**config.mk**
```make
export PLATFORM = sky130hd
export DESIGN_NAME = irq_ack_eoi_tracker
export DESIGN_NICKNAME = d
export VERILOG_FILES = /design/src/rtl/irq_trk_pkg.sv /design/src/rtl/irq_link_table.sv /design/src/rtl/eoi_chain_walker.sv /design/src/rtl/eoi_repend_check.sv /design/src/rtl/irq_ack_eoi_tracker.sv
export SDC_FILE = /design/constraint.sdc
export NUM_CORES = 2
export LEC_CHECK = 0
export BUFFER_PORTS_ARGS = -buffer_cell sky130_fd_sc_hd__buf_4
export CAP_MARGIN = 40
export CELL_PAD_IN_SITES_DETAIL_PLACEMENT = 0
export CELL_PAD_IN_SITES_GLOBAL_PLACEMENT = 1
export CORE_ASPECT_RATIO = 1.2
export CORE_MARGIN = 2
export CORE_UTILIZATION = 55
export CTS_CLUSTER_SIZE = 14
export DETAILED_ROUTE_END_ITERATION = 12
export PLACE_DENSITY = 0.83
export SKIP_LAST_GASP = 1
export SYNTH_ARGS = -nofsm -noshare
export SYNTH_HDL_FRONTEND = slang
export SYNTH_SLANG_ARGS = --single-unit
```
**constraint.sdc**
```tcl
create_clock -name clk -period 8.18 [get_ports clk]
set_input_delay 0.818 -clock clk [delete_from_list [all_inputs] [get_ports clk]]
set_output_delay 0.818 -clock clk [all_outputs]
set_load 0.1 [all_outputs]
```
**src/rtl/irq_trk_pkg.sv**
```systemverilog
package irq_trk_pkg;
  localparam int ID_W = 10;
  localparam logic [ID_W-1:0] NONE_ID = 10'd1023;

  typedef enum logic {
    WK_IDLE = 1'b0,
    WK_RUN  = 1'b1
  } walk_state_e;
endpackage

```
**src/rtl/irq_link_table.sv**
```systemverilog
module irq_link_table
  import irq_trk_pkg::*;
#(
  parameter int NUM_IRQ = 96,
  parameter int PRIO_W  = 8,
  parameter int NRD     = 3
) (
  input  logic                           clk,
  input  logic                           wr_en,
  input  logic [ID_W-1:0]                wr_addr,
  input  logic [ID_W-1:0]                wr_link,
  input  logic [PRIO_W:0]                wr_prio,
  input  logic [NRD-1:0][ID_W-1:0]       rd_addr,
  output logic [NRD-1:0][ID_W-1:0]       rd_link,
  output logic [NRD-1:0][PRIO_W:0]       rd_prio
);
  localparam int AW = $clog2(NUM_IRQ);
  localparam logic [ID_W-1:0] N_ID = ID_W'(NUM_IRQ);
  localparam logic [PRIO_W:0] IDLE_PRIO = {1'b1, {PRIO_W{1'b0}}};

  // link to the interrupt that was running before, and the priority it ran at
  logic [ID_W-1:0] link_mem [NUM_IRQ];
  logic [PRIO_W:0] prio_mem [NUM_IRQ];

  always_ff @(posedge clk) begin
    if (wr_en && (wr_addr < N_ID)) begin
      link_mem[wr_addr[AW-1:0]] <= wr_link;
      prio_mem[wr_addr[AW-1:0]] <= wr_prio;
    end
  end

  for (genvar p = 0; p < NRD; p++) begin : g_rd
    always_comb begin
      if (rd_addr[p] < N_ID) begin
        rd_link[p] = link_mem[rd_addr[p][AW-1:0]];
        rd_prio[p] = prio_mem[rd_addr[p][AW-1:0]];
      end else begin
        rd_link[p] = NONE_ID;
        rd_prio[p] = IDLE_PRIO;
      end
    end
  end
endmodule

```
**src/rtl/eoi_chain_walker.sv**
```systemverilog
module eoi_chain_walker
  import irq_trk_pkg::*;
#(
  parameter int PRIO_W     = 8,
  parameter int WALK_LIMIT = 96
) (
  input  logic            clk,
  input  logic            rst,
  input  logic            start,
  input  logic [ID_W-1:0] start_id,
  input  logic [ID_W-1:0] target_in,
  input  logic [ID_W-1:0] cur_link,
  input  logic [ID_W-1:0] tgt_link,
  input  logic [PRIO_W:0] tgt_prio,
  output logic            busy,
  output logic [ID_W-1:0] cur_id,
  output logic [ID_W-1:0] tgt_id,
  output logic            wr_en,
  output logic [ID_W-1:0] wr_addr,
  output logic [ID_W-1:0] wr_link,
  output logic [PRIO_W:0] wr_prio
);
  localparam int SW = $clog2(WALK_LIMIT + 1);
  localparam logic [SW-1:0] LAST_STEP = SW'(WALK_LIMIT - 1);
  localparam logic [SW-1:0] LIMIT_V   = SW'(WALK_LIMIT);

  walk_state_e     state;
  logic [SW-1:0]   steps;
  logic            at_end;
  logic            found;

  assign at_end = (cur_link == NONE_ID);
  assign found  = !at_end && (cur_link == tgt_id);

  always_ff @(posedge clk) begin
    if (rst) begin
      state  <= WK_IDLE;
      cur_id <= NONE_ID;
      tgt_id <= NONE_ID;
      steps  <= '0;
    end else begin
      case (state)
        WK_IDLE: begin
          if (start) begin
            state  <= WK_RUN;
            cur_id <= start_id;
            tgt_id <= target_in;
            steps  <= '0;
          end
        end
        WK_RUN: begin
          if (at_end || found || (steps == LAST_STEP)) begin
            state <= WK_IDLE;
          end else begin
            cur_id <= cur_link;
            steps  <= steps + 1'b1;
          end
        end
        default: state <= WK_IDLE;
      endcase
    end
  end

  assign busy    = (state == WK_RUN);
  assign wr_en   = (state == WK_RUN) && found;
  assign wr_addr = cur_id;
  assign wr_link = tgt_link;
  assign wr_prio = tgt_prio;


  walk_limit_chk: assert property (@(posedge clk) disable iff (rst)
    (state == WK_RUN) |-> (steps < LIMIT_V));


  walk_start_chk: assert property (@(posedge clk) disable iff (rst)
    (start && !busy) |=> busy);
endmodule

```
**src/rtl/eoi_repend_check.sv**
```systemverilog
module eoi_repend_check
  import irq_trk_pkg::*;
#(
  parameter int NUM_IRQ = 96
) (
  input  logic [ID_W-1:0]    id,
  input  logic [NUM_IRQ-1:0] irq_edge,
  input  logic [NUM_IRQ-1:0] irq_en,
  input  logic [NUM_IRQ-1:0] irq_lvl,
  output logic               hit
);
  localparam int AW = $clog2(NUM_IRQ);
  localparam logic [ID_W-1:0] N_ID = ID_W'(NUM_IRQ);

  always_comb begin
    hit = 1'b0;
    if (id < N_ID) begin
      hit = !irq_edge[id[AW-1:0]] && irq_en[id[AW-1:0]] && irq_lvl[id[AW-1:0]];
    end
  end
endmodule

```
**src/rtl/irq_ack_eoi_tracker.sv**
```systemverilog
module irq_ack_eoi_tracker
  import irq_trk_pkg::*;
#(
  parameter int NUM_IRQ    = 96,
  parameter int PRIO_W     = 8,
  parameter int DATA_W     = 32,
  parameter int WALK_LIMIT = 96
) (
  input  logic               clk,
  input  logic               rst,
  input  logic               ack_rd,
  input  logic [9:0]         cand_id,
  input  logic [PRIO_W-1:0]  cand_prio,
  input  logic               eoi_wr,
  input  logic [DATA_W-1:0]  eoi_data,
  input  logic [NUM_IRQ-1:0] irq_edge,
  input  logic [NUM_IRQ-1:0] irq_en,
  input  logic [NUM_IRQ-1:0] irq_lvl,
  output logic               ack_vld,
  output logic [9:0]         ack_id,
  output logic               pclr_vld,
  output logic [9:0]         pclr_id,
  output logic               pset_vld,
  output logic [9:0]         pset_id,
  output logic [9:0]         run_id,
  output logic [PRIO_W:0]    run_prio,
  output logic               busy
);
  localparam logic [ID_W-1:0] N_ID = ID_W'(NUM_IRQ);
  localparam logic [PRIO_W:0] IDLE_PRIO = {1'b1, {PRIO_W{1'b0}}};

  logic [ID_W-1:0] eoi_id;
  logic            eoi_unused_bits;
  logic            ack_go, ack_ok, eoi_go, eoi_pop, walk_start, repend_hit;

  logic [2:0][ID_W-1:0] rd_addr;
  logic [2:0][ID_W-1:0] rd_link;
  logic [2:0][PRIO_W:0] rd_prio;

  logic            tb_we;
  logic [ID_W-1:0] tb_waddr, tb_wlink;
  logic [PRIO_W:0] tb_wprio;

  logic            w_busy, w_we;
  logic [ID_W-1:0] w_cur, w_tgt, w_addr, w_link;
  logic [PRIO_W:0] w_prio;

  assign eoi_id          = eoi_data[ID_W-1:0];
  assign eoi_unused_bits = ^eoi_data[DATA_W-1:ID_W];

  assign ack_go     = ack_rd && !w_busy;
  assign ack_ok     = ack_go && (cand_id < N_ID) && ({1'b0, cand_prio} < run_prio);
  assign eoi_go     = eoi_wr && !ack_rd && !w_busy && (run_id != NONE_ID);
  assign eoi_pop    = eoi_go && (eoi_id == run_id);
  assign walk_start = eoi_go && !eoi_pop;

  // port 0: head of chain, port 1: walk cursor, port 2: walk target
  assign rd_addr[0] = run_id;
  assign rd_addr[1] = w_cur;
  assign rd_addr[2] = w_tgt;

  assign tb_we    = ack_ok || w_we;
  assign tb_waddr = ack_ok ? cand_id  : w_addr;
  assign tb_wlink = ack_ok ? run_id   : w_link;
  assign tb_wprio = ack_ok ? run_prio : w_prio;

  irq_link_table #(
    .NUM_IRQ (NUM_IRQ),
    .PRIO_W  (PRIO_W),
    .NRD     (3)
  ) u_table (
    .clk     (clk),
    .wr_en   (tb_we),
    .wr_addr (tb_waddr),
    .wr_link (tb_wlink),
    .wr_prio (tb_wprio),
    .rd_addr (rd_addr),
    .rd_link (rd_link),
    .rd_prio (rd_prio)
  );

  eoi_chain_walker #(
    .PRIO_W     (PRIO_W),
    .WALK_LIMIT (WALK_LIMIT)
  ) u_walker (
    .clk       (clk),
    .rst       (rst),
    .start     (walk_start),
    .start_id  (run_id),
    .target_in (eoi_id),
    .cur_link  (rd_link[1]),
    .tgt_link  (rd_link[2]),
    .tgt_prio  (rd_prio[2]),
    .busy      (w_busy),
    .cur_id    (w_cur),
    .tgt_id    (w_tgt),
    .wr_en     (w_we),
    .wr_addr   (w_addr),
    .wr_link   (w_link),
    .wr_prio   (w_prio)
  );

  eoi_repend_check #(
    .NUM_IRQ (NUM_IRQ)
  ) u_repend (
    .id       (eoi_id),
    .irq_edge (irq_edge),
    .irq_en   (irq_en),
    .irq_lvl  (irq_lvl),
    .hit      (repend_hit)
  );

  always_ff @(posedge clk) begin
    if (rst) begin
      ack_vld  <= 1'b0;
      ack_id   <= NONE_ID;
      pclr_vld <= 1'b0;
      pclr_id  <= NONE_ID;
      pset_vld <= 1'b0;
      pset_id  <= NONE_ID;
      run_id   <= NONE_ID;
      run_prio <= IDLE_PRIO;
    end else begin
      ack_vld  <= ack_go;
      pclr_vld <= ack_ok;
      pset_vld <= eoi_go && repend_hit;
      if (ack_go) ack_id <= ack_ok ? cand_id : NONE_ID;
      if (ack_ok) pclr_id <= cand_id;
      if (eoi_go && repend_hit) pset_id <= eoi_id;
      if (ack_ok) begin
        run_id   <= cand_id;
        run_prio <= {1'b0, cand_prio};
      end else if (eoi_pop) begin
        run_id   <= rd_link[0];
        run_prio <= rd_prio[0];
      end
    end
  end

  assign busy = w_busy;


  idle_pair_chk: assert property (@(posedge clk) disable iff (rst)
    (run_id == NONE_ID) == (run_prio == IDLE_PRIO));


  ack_clear_chk: assert property (@(posedge clk) disable iff (rst)
    (ack_vld && ack_id != NONE_ID) |-> (pclr_vld && pclr_id == ack_id && run_id == ack_id));


  prio_drop_chk: assert property (@(posedge clk) disable iff (rst)
    (ack_vld && ack_id != NONE_ID) |-> (run_prio < $past(run_prio)));


  busy_drop_chk: assert property (@(posedge clk) disable iff (rst)
    busy |=> (!ack_vld && !pset_vld));


  idle_eoi_chk: assert property (@(posedge clk) disable iff (rst)
    (eoi_wr && !ack_rd && run_id == NONE_ID) |=> (!pset_vld && run_id == NONE_ID));


  pset_src_chk: assert property (@(posedge clk) disable iff (rst)
    pset_vld |-> ($past(eoi_wr) && pset_id < N_ID));
endmodule

```
==> results by group <==
GRT
  – Number of global-route vias before repair: a little under 60000
  – First-pass GRT wire length: 439 mm
  – Gr usage total: 34.5%
  – Number of antenna violations at the first check in global routing: 25
  – Remaining global-route overflow: 0
  – Maximum number of pins on one net before global-route repair: 127

Floorplanning
  – Full die area: between 150000 and 200000 um^2
  – Std-Cell Rows: around 170
  – Core Region: 177000 um^2
  – Die H: about 470 um
  – Initial standard-cell utilization of the core: 55.3%
  – I/O pin count: 395
  – Die width: 389 um

Critical path
  – Slowest Stage Delay on Critical Path: between 0.8 and 0.9 ns
  – CP max stage cell: sky130_fd_sc_hd__dfxtp_4
  – Delay-heaviest family, CP: simple AND/OR/NAND/NOR gates
  – Worst path bufs/invs: 4
  – Path type of the worst setup path: reg -> reg
  – Number of cells on the critical path: 15
  – Most used cell, CP: sky130_fd_sc_hd__buf_4
  – Worst path arrival time: between 6 and 7 ns
  – Count of cells along the worst register-to-register path: 15
  – Startpoint class of the critical path: flip-flop
  – Ordered cell list for the critical path: buf_4 -> mux4_2 -> mux4_2 -> o22ai_1 -> nor3_1 -> buf_4 -> nor4_2 -> xnor2_1 -> nor4_2 -> nand4_2 -> o21ai_2 -> buf_4 -> nand3_1 -> nor2_2 -> buf_12
  – Worst-path maximum fanout: 39
  – Required @ worst endpoint: 8.73 ns
  – Type of element capturing the critical path: flip-flop

Detailed routing
  – Post-DR vias/cell: approximately 7.6
  – Number of detailed-route iterations in the first pass: 7
  – 1st-iter DRT viols: about 8900
  – Number of nets with antenna violations after detailed routing: 0
  – Post-DR wirelength/cell: ~40 um
  – Remaining design rule violation count: 0
  – Wire length reported by the detailed router: 311 mm
  – Detailed-route via count: about 60000

Timing
  – Hold Fails Final Rpt: 0
  – RSZ-0062 raised after global routing: false
  – Maximum operating frequency: 156 MHz
  – Clock skew after layout: 0.0484 ns
  – Final slew viol count: 0
  – Final sum of negative setup slack: 0 ns
  – Setup-violating endpoint count in the final report: 0
  – Final min period: 6.42 ns
  – Relative slew slack: 32.0%
  – Slew at the pin closest to its max-slew limit: 1.02 ns
  – Final critical-path share of the clock period: roughly four fifths
  – Worst hold slack: about 0.23 ns

Placement
  – Total placed instance area: 105000 um^2
  – Routability cong.: 1.02
  – HPWL Detailed: between 200 and 250 mm
  – Input/output buffers: 372
  – Placed Cells: 7402

Synth
  – Count of different cell masters after synthesis: approximately 80
  – Number of instances in the synthesized netlist: 4902
  – Share of the yosys chip area belonging to registers: roughly three fifths
  – Average cell area after synthesis: roughly 20 um^2
  – Count of flip-flops with a built-in enable after synthesis: 1824
  – Number of nets in the synthesized netlist: 5252
  – Synth async-reset ratio: 0%
  – Post-synthesis sequential element count: a little under 2000
  – Warnings, synthesis: 0
  – Top FF cell, synth: sky130_fd_sc_hd__edfxtp_1
  – Area of the mapped netlist: 97600 um^2

Clock tree
  – Resized cells post-CTS: 0
  – Maximum buffer depth of the clock tree: 3
  – Clock tree from TritonCTS: yes
  – Clock Latency Late Sink: 0.87 ns
  – Clock root buffer: sky130_fd_sc_hd__clkbuf_16
  – Post-CTS setup repair buffer count: 0
  – Clock Sink Count: about 1900
  – Num CTS Buffers: 186
  – Number of H-tree levels: 4
  – Clock-pin slew on the worst setup and hold paths: 0.07 ns
  – Cts hold-fix bufs: 0

Pwr
  – Power density of the placed cells: 190 nW/um^2
  – Fraction of power consumed by the clock network: 42.1%
  – Switching component of the power: 4750 uW
  – Fraction of power consumed by combinational cells: 7.1%
  – Net switching share of the total power: 22.6%
  – Internal: around 16000 uW
  – Leak: approximately 0.041 uW
  – Relative contribution of sequential cells to total power: 50.8%
  – VDD IR max: about 0.00022 V

Hold path
  – Worst min-delay path category: in -> reg
  – Number of cells on the worst hold path: 3

Finish
  – Number of standard cells in the final layout excluding fillers: 7759
  – Total of fill cells in the finished design: 11900
  – Share of the core filled with cells in the final layout: 62.8%
  – Number of nets at the end of the flow: 5637
  – Share of post-route cells with drive strength above 1: roughly 45%
  – Area of all placed cells without fillers: 111000 um^2
  – Layout Area Growth over Synthesis: 13.6%

Status
  – Outcome: completed

Flow run
  – Max-cap violation count: 0
## worst paths after layout
path,start,slack (ns),endpoint
setup / recovery,flip-flop,1.76,u_table.prio_mem[89][4]
hold / removal,cand_id[6],0.23,ack_id[6]
setup reg to reg,flip-flop,1.76,u_table.prio_mem[89][4]
hold reg to reg,pclr_id[7],0.45,pclr_id[7]
## synthesized netlist by cell type, drive strengths merged, types with 4 or more instances
master	number	area share, %
o21ai	56	0.29
nand3	52	0.39
nor2	187	0.72
and4b	20	0.21
o31ai	4	0.031
a311oi	24	0.22
o311ai	15	0.13
nand2b	12	0.077
a221oi	9	0.081
buf	193	1.1
o22ai	14	0.090
edfxtp	1824	56
nor4	13	0.10
nor2b	10	0.064
clkbuf	224	0.86
nand2	189	0.73
xnor2	14	0.13
xor2	4	0.036
a31oi	20	0.13
and3	9	0.059
and2	9	0.058
a21o	10	0.077
or3	4	0.026
ha	8	0.10
mux2i	196	2.0
a211o	10	0.090
nand4b	28	0.25
a211oi	14	0.11
a21oi	59	0.31
a2111oi	5	0.045
o211ai	19	0.15
dfxtp	101	2.1
nor3	17	0.087
o221ai	5	0.045
mux2	22	0.25
mux4	1382	32
inv	22	0.085
a22oi	46	0.35
nand4	6	0.045
a32o	4	0.041
a22o	6	0.054
## per-stage QoR
step	setup slack [ns]	total power (uW)
after floorplan	0.492	11800
after global placement	1.98	12300
after detailed placement	1.85	12400
after CTS	1.85	21100
after global routing	1.58	21500
final	1.76	21100
## flip-flops by register name, summed over array words and instances (netlist names), named ones only
register	count
u_table.link_mem	960
u_table.prio_mem	864
ack_id	10
pclr_id	10
pset_id	10
run_id	10
u_walker.cur_id	10
u_walker.tgt_id	10
run_prio	9
u_walker.steps	7
ack_vld	1
pclr_vld	1
pset_vld	1
u_walker.busy	1
## power groups by stage
stage               clock, uW  sequential, uW  combinational, uW
global placement            0           10900               1430
CTS                      8920           10700               1470
floorplan                   0           10900                929
finish                   8870           10700               1500
detailed placement          0           10900               1470
global route             9290           10700               1550
## cells by family after synthesis
kind of cell | count (synthesis) | synth area share (%)
and+or+nand+nor | 568 | 2.91
DFF | 1925 | 58.2
muxes | 1600 | 34.2
xor gates and xnor gates | 18 | 0.161
buffers and inverters | 440 | 2.01
adders and majority gates | 8 | 0.103
AOI/OAI and AO/OA | 343 | 2.47
## layout make-up
| type | instances | area (um^2) | area share [%] |
|---|---|---|---|
| Timing Repair Buffer | 614 | 5460 | 4.93 |
| Antenna cell | 6 | 15.0 | 0.0135 |
| Multi-Input combinational cell | 2537 | 39300 | 35.5 |
| Inverter | 23 | 86.3 | 0.0779 |
| Clock inverter | 126 | 1400 | 1.26 |
| Sequential cell | 1925 | 56800 | 51.3 |
| Tap cell | 2308 | 2890 | 2.60 |
| Clock buffer | 220 | 4840 | 4.37 |
## worst register-to-register path, cell delays in order (launching register included)
cell and delay [ns]:
sky130_fd_sc_hd__dfxtp_4 0.89, sky130_fd_sc_hd__buf_4 0.57, sky130_fd_sc_hd__mux4_2 0.59, sky130_fd_sc_hd__mux4_2 0.49
sky130_fd_sc_hd__o22ai_1 0.15, sky130_fd_sc_hd__nor3_1 0.07, sky130_fd_sc_hd__buf_4 0.21, sky130_fd_sc_hd__nor4_2 0.60
sky130_fd_sc_hd__xnor2_1 0.18, sky130_fd_sc_hd__nor4_2 0.34, sky130_fd_sc_hd__nand4_2 0.26, sky130_fd_sc_hd__o21ai_2 0.20
sky130_fd_sc_hd__buf_4 0.35, sky130_fd_sc_hd__nand3_1 0.42, sky130_fd_sc_hd__nor2_2 0.54, sky130_fd_sc_hd__buf_12 0.26
## cell usage in the layout (no fill, tap or decap), types with 11 or more instances in the layout
cell type,instances
sky130_fd_sc_hd__a211oi_1,13
sky130_fd_sc_hd__a21oi_1,46
sky130_fd_sc_hd__a21oi_4,13
sky130_fd_sc_hd__a22oi_1,46
sky130_fd_sc_hd__a311oi_1,24
sky130_fd_sc_hd__a31oi_1,20
sky130_fd_sc_hd__and4b_1,20
sky130_fd_sc_hd__buf_12,50
sky130_fd_sc_hd__buf_16,11
sky130_fd_sc_hd__buf_4,546
sky130_fd_sc_hd__bufinv_16,24
sky130_fd_sc_hd__clkbuf_1,29
sky130_fd_sc_hd__clkbuf_16,187
sky130_fd_sc_hd__clkinv_1,42
sky130_fd_sc_hd__clkinv_2,41
sky130_fd_sc_hd__dfxtp_1,85
sky130_fd_sc_hd__dfxtp_4,13
sky130_fd_sc_hd__edfxtp_1,1824
sky130_fd_sc_hd__inv_1,19
sky130_fd_sc_hd__mux2_2,21
sky130_fd_sc_hd__mux2i_1,196
sky130_fd_sc_hd__mux4_2,1375
sky130_fd_sc_hd__nand2_1,189
sky130_fd_sc_hd__nand2b_1,12
sky130_fd_sc_hd__nand3_1,42
sky130_fd_sc_hd__nand4b_1,28
sky130_fd_sc_hd__nor2_1,90
sky130_fd_sc_hd__nor2_2,97
sky130_fd_sc_hd__nor3_1,16
sky130_fd_sc_hd__o211ai_1,19
sky130_fd_sc_hd__o21ai_0,47
sky130_fd_sc_hd__o22ai_1,14
sky130_fd_sc_hd__o311ai_0,13
sky130_fd_sc_hd__xnor2_1,14
## metal layers
layer / part of all wire, % / vias up / GRT usage [%]
met2: 49 / 4463 / 54.9
met1: 35 / 31400 / 46.4
met3: 12 / 718 / 9.55
met4: 3.8 / 12 / 11.9
li1: - / 22400 / -
met5: 0.025 / - / 0
(Power assumes the default switching activity.)
